<file path="src/rtl/crb_pkg.sv">
package crb_pkg;
   localparam int NCMD       = 4;
   localparam int IDX_CAPA   = 0;
   localparam int IDX_CAPD   = 1;
   localparam int IDX_RD     = 2;
   localparam int IDX_WR     = 3;
   typedef logic [NCMD-1:0] cmd_vec_t;
endpackage

</file>
<file path="src/rtl/crb_host_if.sv">
module crb_host_if #(
   parameter int ADDR_W       = 8,
   parameter int DATA_W       = 32,
   parameter int CR_W         = 16,
   parameter int OFS_DIN      = 'h0C,
   parameter int OFS_CMD_BASE = 'h14,
   parameter int CMD_STRIDE   = 4,
   parameter int NCMD         = 4
) (
   input  logic              clk,
   input  logic              rst_n,
   input  logic              h_wr,
   input  logic [ADDR_W-1:0] h_addr,
   input  logic [DATA_W-1:0] h_wdata,
   output logic [CR_W-1:0]   stage_q,
   output logic [NCMD-1:0]   cmd_start
);
   logic stage_hit;
   assign stage_hit = h_wr && (h_addr == ADDR_W'(OFS_DIN));

   always_ff @(posedge clk) begin
      if (!rst_n)         stage_q <= '0;
      else if (stage_hit) stage_q <= h_wdata[CR_W-1:0];
   end

   for (genvar k = 0; k < NCMD; k++) begin : g_dec
      assign cmd_start[k] = h_wr && h_wdata[0] &&
                            (h_addr == ADDR_W'(OFS_CMD_BASE + k*CMD_STRIDE));
   end
endmodule

</file>
<file path="src/rtl/crb_cmd_ctl.sv">
module crb_cmd_ctl #(
   parameter int NCMD   = 4,
   parameter int RD_IDX = 2
) (
   input  logic            clk,
   input  logic            rst_n,
   input  logic [NCMD-1:0] cmd_start,
   input  logic            cr_ack,
   output logic [NCMD-1:0] busy_q,
   output logic            rd_done
);
   logic idle;
   assign idle    = ~|busy_q;
   assign rd_done = cr_ack && busy_q[RD_IDX];

   for (genvar k = 0; k < NCMD; k++) begin : g_busy
      always_ff @(posedge clk) begin
         if (!rst_n)                     busy_q[k] <= 1'b0;
         else if (busy_q[k] && cr_ack)   busy_q[k] <= 1'b0;
         else if (idle && cmd_start[k])  busy_q[k] <= 1'b1;
      end
   end
endmodule

</file>
<file path="src/rtl/crb_readback.sv">
module crb_readback #(
   parameter int ADDR_W       = 8,
   parameter int DATA_W       = 32,
   parameter int CR_W         = 16,
   parameter int OFS_DIN      = 'h0C,
   parameter int OFS_DOUT     = 'h10,
   parameter int OFS_CMD_BASE = 'h14,
   parameter int CMD_STRIDE   = 4,
   parameter int NCMD         = 4
) (
   input  logic              clk,
   input  logic              rst_n,
   input  logic              rd_done,
   input  logic [CR_W-1:0]   cr_dout,
   input  logic [CR_W-1:0]   stage_q,
   input  logic [NCMD-1:0]   busy_q,
   input  logic [ADDR_W-1:0] h_addr,
   output logic [DATA_W-1:0] h_rdata,
   output logic [CR_W-1:0]   dout_q
);
   always_ff @(posedge clk) begin
      if (!rst_n)       dout_q <= '0;
      else if (rd_done) dout_q <= cr_dout;
   end

   always_comb begin
      h_rdata = '0;
      if (h_addr == ADDR_W'(OFS_DIN))  h_rdata = DATA_W'(stage_q);
      if (h_addr == ADDR_W'(OFS_DOUT)) h_rdata = DATA_W'(dout_q);
      for (int k = 0; k < NCMD; k++) begin
         if (h_addr == ADDR_W'(OFS_CMD_BASE + k*CMD_STRIDE))
            h_rdata = DATA_W'(busy_q[k]);
      end
   end
endmodule

</file>
<file path="src/rtl/cr_bridge.sv">
module cr_bridge #(
   parameter int ADDR_W       = 8,
   parameter int DATA_W       = 32,
   parameter int CR_W         = 16,
   parameter int OFS_DIN      = 'h0C,
   parameter int OFS_DOUT     = 'h10,
   parameter int OFS_CMD_BASE = 'h14,
   parameter int CMD_STRIDE   = 4
) (
   input  logic              clk,
   input  logic              rst_n,
   input  logic              h_wr,
   input  logic [ADDR_W-1:0] h_addr,
   input  logic [DATA_W-1:0] h_wdata,
   output logic [DATA_W-1:0] h_rdata,
   output logic [CR_W-1:0]   cr_din,
   output logic              cr_cap_addr,
   output logic              cr_cap_data,
   output logic              cr_rd,
   output logic              cr_wr,
   input  logic              cr_ack,
   input  logic [CR_W-1:0]   cr_dout
);
   import crb_pkg::*;

   localparam int LAST_OFS = OFS_CMD_BASE + (NCMD-1)*CMD_STRIDE;

   if (CR_W > DATA_W) begin : g_bad_width
      $error("cr_bridge: CR_W must not exceed DATA_W");
   end
   if (LAST_OFS >= (1 << ADDR_W)) begin : g_bad_map
      $error("cr_bridge: command offsets exceed the address range");
   end

   logic [CR_W-1:0] stage_q;
   logic [CR_W-1:0] dout_q;
   cmd_vec_t        cmd_start;
   cmd_vec_t        busy_q;
   logic            rd_done;

   crb_host_if #(
      .ADDR_W(ADDR_W), .DATA_W(DATA_W), .CR_W(CR_W), .OFS_DIN(OFS_DIN),
      .OFS_CMD_BASE(OFS_CMD_BASE), .CMD_STRIDE(CMD_STRIDE), .NCMD(NCMD)
   ) u_host (
      .clk(clk), .rst_n(rst_n), .h_wr(h_wr), .h_addr(h_addr),
      .h_wdata(h_wdata), .stage_q(stage_q), .cmd_start(cmd_start)
   );

   crb_cmd_ctl #(.NCMD(NCMD), .RD_IDX(IDX_RD)) u_ctl (
      .clk(clk), .rst_n(rst_n), .cmd_start(cmd_start), .cr_ack(cr_ack),
      .busy_q(busy_q), .rd_done(rd_done)
   );

   crb_readback #(
      .ADDR_W(ADDR_W), .DATA_W(DATA_W), .CR_W(CR_W), .OFS_DIN(OFS_DIN),
      .OFS_DOUT(OFS_DOUT), .OFS_CMD_BASE(OFS_CMD_BASE),
      .CMD_STRIDE(CMD_STRIDE), .NCMD(NCMD)
   ) u_rb (
      .clk(clk), .rst_n(rst_n), .rd_done(rd_done), .cr_dout(cr_dout),
      .stage_q(stage_q), .busy_q(busy_q), .h_addr(h_addr),
      .h_rdata(h_rdata), .dout_q(dout_q)
   );

   assign cr_din      = stage_q;
   assign cr_cap_addr = busy_q[IDX_CAPA];
   assign cr_cap_data = busy_q[IDX_CAPD];
   assign cr_rd       = busy_q[IDX_RD];
   assign cr_wr       = busy_q[IDX_WR];
endmodule

</file>
<file path="config.mk">
export PLATFORM = sky130hd
export DESIGN_NAME = cr_bridge
export DESIGN_NICKNAME = d
export VERILOG_FILES = /design/src/rtl/crb_pkg.sv /design/src/rtl/crb_host_if.sv /design/src/rtl/crb_cmd_ctl.sv /design/src/rtl/crb_readback.sv /design/src/rtl/cr_bridge.sv
export SDC_FILE = /design/constraint.sdc
export NUM_CORES = 1
export LEC_CHECK = 0
export ABC_CLOCK_PERIOD_IN_PS = 5020
export BUFFER_PORTS_ARGS = -buffer_cell sky130_fd_sc_hd__buf_2
export CAP_MARGIN = 20
export CORE_ASPECT_RATIO = 0.6
export CORE_UTILIZATION = 47
export DETAILED_ROUTE_END_ITERATION = 8
export PLACE_DENSITY = 0.9
export SLEW_MARGIN = 20
export SYNTH_ARGS = -nofsm -noshare
export SYNTH_HDL_FRONTEND = slang
export SYNTH_HIERARCHICAL = 1
export SYNTH_SLANG_ARGS = --single-unit
export TNS_END_PERCENT = 1
</file>
<file path="constraint.sdc">
create_clock -name clk -period 5.02 [get_ports clk]
set_clock_uncertainty 0.1 [all_clocks]
set_input_delay 1.004 -clock clk [delete_from_list [all_inputs] [get_ports clk]]
set_output_delay 1.004 -clock clk [all_outputs]
set_load 0.02 [all_outputs]
</file>
# [Word level (Yosys, flattened, before mapping)]
# Index checks and enable logic that the tools add are counted.
[word_totals] regBits=36 out_inout_bits=52 wordCells=39
[op_classes] n_eq_ne=6 muxes=6 bitwise_logic=1 reduce_logical=20
[ops] operator="16-bit 2-to-1 mux" n=6
[ops] operator="8-bit by 5-bit == test with 1-bit output, second input constant" n=4
[ops] operator="1-bit logical AND" n=14
[ops] operator="8-bit by 4-bit == test with 1-bit output, second input constant" n=1
[ops] operator="8-bit by 6-bit == test with 1-bit output, second input constant" n=1
[ops] operator="2-bit OR reduction" n=4
[ops] operator="4-bit OR reduction" n=1
[ops] operator="1-bit logical NOT" n=1
[ops] operator="1-bit NOT" n=1

# [Longest topological paths before layout]
[logic_depth] depth_word=7 depth_mapped=5 mapped_depth_nobuf=4

# [Hierarchy]
# The synthesis kept the hierarchy.
[by_module_without_submodules] mod="crb_readback" instances=1 cells_each=106 area_per_inst_um2=1038.5
[by_module_without_submodules] mod="crb_host_if" instances=1 cells_each=82 area_per_inst_um2=723.2
[by_module_without_submodules] mod="crb_cmd_ctl" instances=1 cells_each=15 area_per_inst_um2=170.2

# [Least setup slack after synthesis]
# Ideal clock, no wire load.
[synth_path] kind="input -> output" start="input port h_addr[1]" end="output port h_rdata[0]" arrival_time_ns=2.089 required_ns=3.916 path_slack_ns=1.827 path_stages=4 n_path_buf=0 cell_sequence="or2_4 nor4b_4 a32oi_1 o22ai_1"
[synth_between] elab_chain_len=7 elab_cells_between_ends=12 classes_between="eq/ne: 6; mux: 6"
[synth_lines] element="start: declaration" line_no="cr_bridge.sv:13" source="input logic [ADDR_W-1:0] h_addr,"
[synth_lines] element="8-bit by 4-bit == test with 1-bit output" line_no="crb_readback.sv:28" source="if (h_addr == ADDR_W'(OFS_DIN)) h_rdata = DATA_W'(stage_q);"
[synth_lines] element="16-bit 2-to-1 mux" line_no="crb_readback.sv:28"
[synth_lines] element="16-bit 2-to-1 mux" line_no="crb_readback.sv:29" source="if (h_addr == ADDR_W'(OFS_DOUT)) h_rdata = DATA_W'(dout_q);"
[synth_lines] element="16-bit 2-to-1 mux (3 in series)" line_no="crb_readback.sv:31" source="if (h_addr == ADDR_W'(OFS_CMD_BASE + k*CMD_STRIDE))"
[synth_lines] element="16-bit 2-to-1 mux *" line_no="crb_readback.sv:31"
[synth_lines] element="end: declaration" line_no="cr_bridge.sv:15" source="output logic [DATA_W-1:0] h_rdata,"
# Every way passes the cells marked *; elsewhere a longest branch is shown, timed or not.

# [Worst setup path after layout]
[layout_path] start="input port h_addr[7]" end="output port h_rdata[11]"
# Same word-level chain as after synthesis.

==> run summary <==
Fillers -> 344
Synth Area in Simple Gates -> 24.7%
Clk sinks -> 36
Post-route DRC -> 4
RSZ-0062 raised after global routing -> no
CTS tree -> yes
Post-Route WL -> 4610 um
Post-synthesis mux area share -> 16.6%
Die ar. -> 4380 um^2
Final hold vios -> 0
Largest net degree at the start of global routing -> 57
GRT overflow -> 0
Mapped Cells -> 203
Sequential share of the synthesized area -> 37.3%
Yosys reg bits -> 36
Crit path max-delay cell type -> and3_1
Critical path class -> in2out
RD Place Congestion -> 0.848
CTS resizes -> 0
Endpoints failing setup -> 0
Postcts setup bufs -> 0
Starting Density -> 50.7%
Status -> finished, violations left
Routed wire per std cell -> 14.1 um
Tot GR Track Use -> 21.4%
Vias -> 1665
Iter 0 DRT Violations -> 82
WP data arrival -> 2.57 ns
Worst path most repeated cell -> buf_2
Post-Syn Area -> 1930 um^2
Syn avg cell area -> 9.52 um^2
Clk Tree Root Cell -> clkbuf_8
Final Cycle Share -> 73.1%
Nets@finish -> 339
Critical path required time -> 3.92 ns
Detailed Place HPWL -> 3340 um
Hold_buf cts -> 0
Synth cell types -> 33
Hold Path Stages -> 2
Failing checks -> design-rule violations
Reg2reg start -> u_ctl/busy_q[2]$_SDFFE_PP0P_
Dpl cells -> 319
Standard-cell row count -> 17
Chip height -> 51.7 um
Max-slew violations -> 0
Final Core Density -> 61.8%
Post-Synth XOR/XNOR Area -> 0%
Area grow syn2layout -> 21.8%
First-pass GRT wire length -> 7130 um
IO Pins -> 112
Max-Cap Viols -> 0
CP cell instances -> buf_2, nor4b_4, and3_1, a22o_2, buf_2
Clock Latency Late Sink -> 0.27 ns
Leakage Power -> 1.07 nW
Max Root-Sink Buffers -> 2
Detail Route Antenna Nets -> 0
Final std cells w/o fill -> 326
Htree depth -> 2
Synth warnings -> 6
Total Power -> 526 uW
Crit end category -> output pin
CTS clk-pin slew, worst paths -> 0.07 ns
Fmax -> 272 MHz
Synth Area in Adders -> 0%
Max FO, Critical Path -> 15
Initial antenna violation count -> 0
Min-Delay Path Class -> reg2reg
Reg2reg path depth -> 3
Antenna Cells -> 0
Critical path startpoint -> h_addr[7]
Post-Place Setup Slack -> 1.36 ns
Max transition margin -> 45.2%
Drt first pass iters -> 6
Hold path start -> u_host/stage_q[7]$_SDFFE_PN0P_
Minimum clock period after layout -> 3.67 ns
Tightest Pin Transition -> 0.821 ns
Core ar. -> 3810 um^2
Vias in the first global route -> 1490
CP peak stage delay -> 0.66 ns
Max VDD drop -> 0.129 mV
PortBufs -> 79
Synth Area in Compound Gates -> 11.2%
Startpoint Class -> input port
Via/cell ratio -> 5.11
Main combinational cell family by area after synthesis -> simple AND/OR/NAND/NOR gates
Final worst slack -> 1.35 ns
Die Width -> 84.8 um
Setup TNS -> 0 ns
CTS Buf Count -> 5
Share of layout cells above drive strength 1 -> 38.0%
PD cells -> 224 nW/um^2
==> flip-flops by register name, summed over array words and instances (netlist names) <==
signal	cells
u_ctl/busy_q	4
u_host/stage_q	16
u_rb/dout_q	16
==> path summary, 6_finish.rpt <==
path | endpoint | slack (ns)
max reg2reg | u_rb/dout_q[9]$_SDFFE_PN0P_ | 3.50
min | u_host/stage_q[7]$_SDFFE_PN0P_ | 0.37
min reg2reg | u_host/stage_q[7]$_SDFFE_PN0P_ | 0.37
max | h_rdata[11] | 1.35
==> per-layer routing <==
metal	up-vias	global-route usage, %	routed length, um	share of wire, %
met4	0	4.24	14	0.30
met1	772	30.1	2280	50
li1	830	-	-	-
met2	61	32.4	1970	43
met3	2	6.83	343	7.4
met5	-	0	0	0
==> cell type report <==
class	instances	area, um^2	area share [%]
inverters	1	3.75	0.160
well taps	47	58.8	2.50
flip-flops and latches	36	721	30.6
clock inverters	1	5.00	0.213
clock buffers	6	72.6	3.09
repair buffers	81	410	17.4
multi-input cells	154	1080	46.0
==> cells in the mapped netlist <==
cell      number  share of area [%]
nor2_1         6                1.2
a22o_1         5                2.3
o22ai_1        1               0.32
a41o_1         4                2.1
o21a_1         1               0.39
buf_2          3               0.78
and3b_1        4                1.8
clkbuf_1       4               0.78
nand2_1       35                6.8
clkbuf_2       1               0.26
and2_2         1               0.39
nor4b_4        2                2.5
nand3_1        3               0.78
or2_4          1               0.45
a32oi_1        1               0.45
or4_4          1               0.58
nor4b_1        1               0.45
dfxtp_1       36                 37
nand4_1        1               0.32
a22o_2        10                5.2
nor4_1         2               0.65
inv_1          1               0.19
nand2b_1       3               0.97
mux2i_1       32                 17
a21oi_1        2               0.52
or3_4          1               0.58
nor3_1         2               0.52
nor3b_2        2                1.3
nor2b_1       16                5.2
and3_1         1               0.32
conb_1         1               0.19
buf_6          3                1.7
buf_4         16                6.2
==> where the power goes <==
part	internal [mW]	switching, mW	leakage (nW)
clock network	0.0942	0.0922	0.0410
registers	0.286	0.000168	0.290
logic	0.0202	0.0333	0.735
total	0.400	0.126	1.07
==> cell families after synthesis <==
family          count (synthesis)
compound gates                 24
buf+inv                        28
flops                          36
mux                            32
other cells                     1
simple gates                   82
==> critical path: cells and delay by family <==
family,cells,cell delay [ns]
AO/OA/AOI/OAI,1,0.26
buffers and inverters,2,0.30
AND/OR/NAND/NOR,2,1.01
==> cell usage in the layout (no fill, tap or decap), types with 2 or more instances in the layout <==
master	instances
clkbuf_8	5
dfxtp_1	36
buf_4	2
nor3_1	2
nor4_1	2
conb_1	16
nand2_1	35
nor2b_1	16
nor4b_4	2
nand3_1	3
a21oi_1	2
nor2_1	6
and3b_1	4
buf_2	79
nor3b_2	2
nand2b_1	3
a22o_2	10
mux2i_1	32
a22o_1	5
a41o_1	4
==> through the flow <==
stage / hold WS (ns) / area, um^2
2_1_floorplan: 0.383 / 1990
3_3_place_gp: 0.355 / 2270
3_5_place_dp: 0.365 / 2270
4_1_cts: 0.375 / 2350
5_1_grt: 0.391 / 2350
6_report: 0.372 / 2350
No activity file was read; power rests on OpenSTA's default activity.
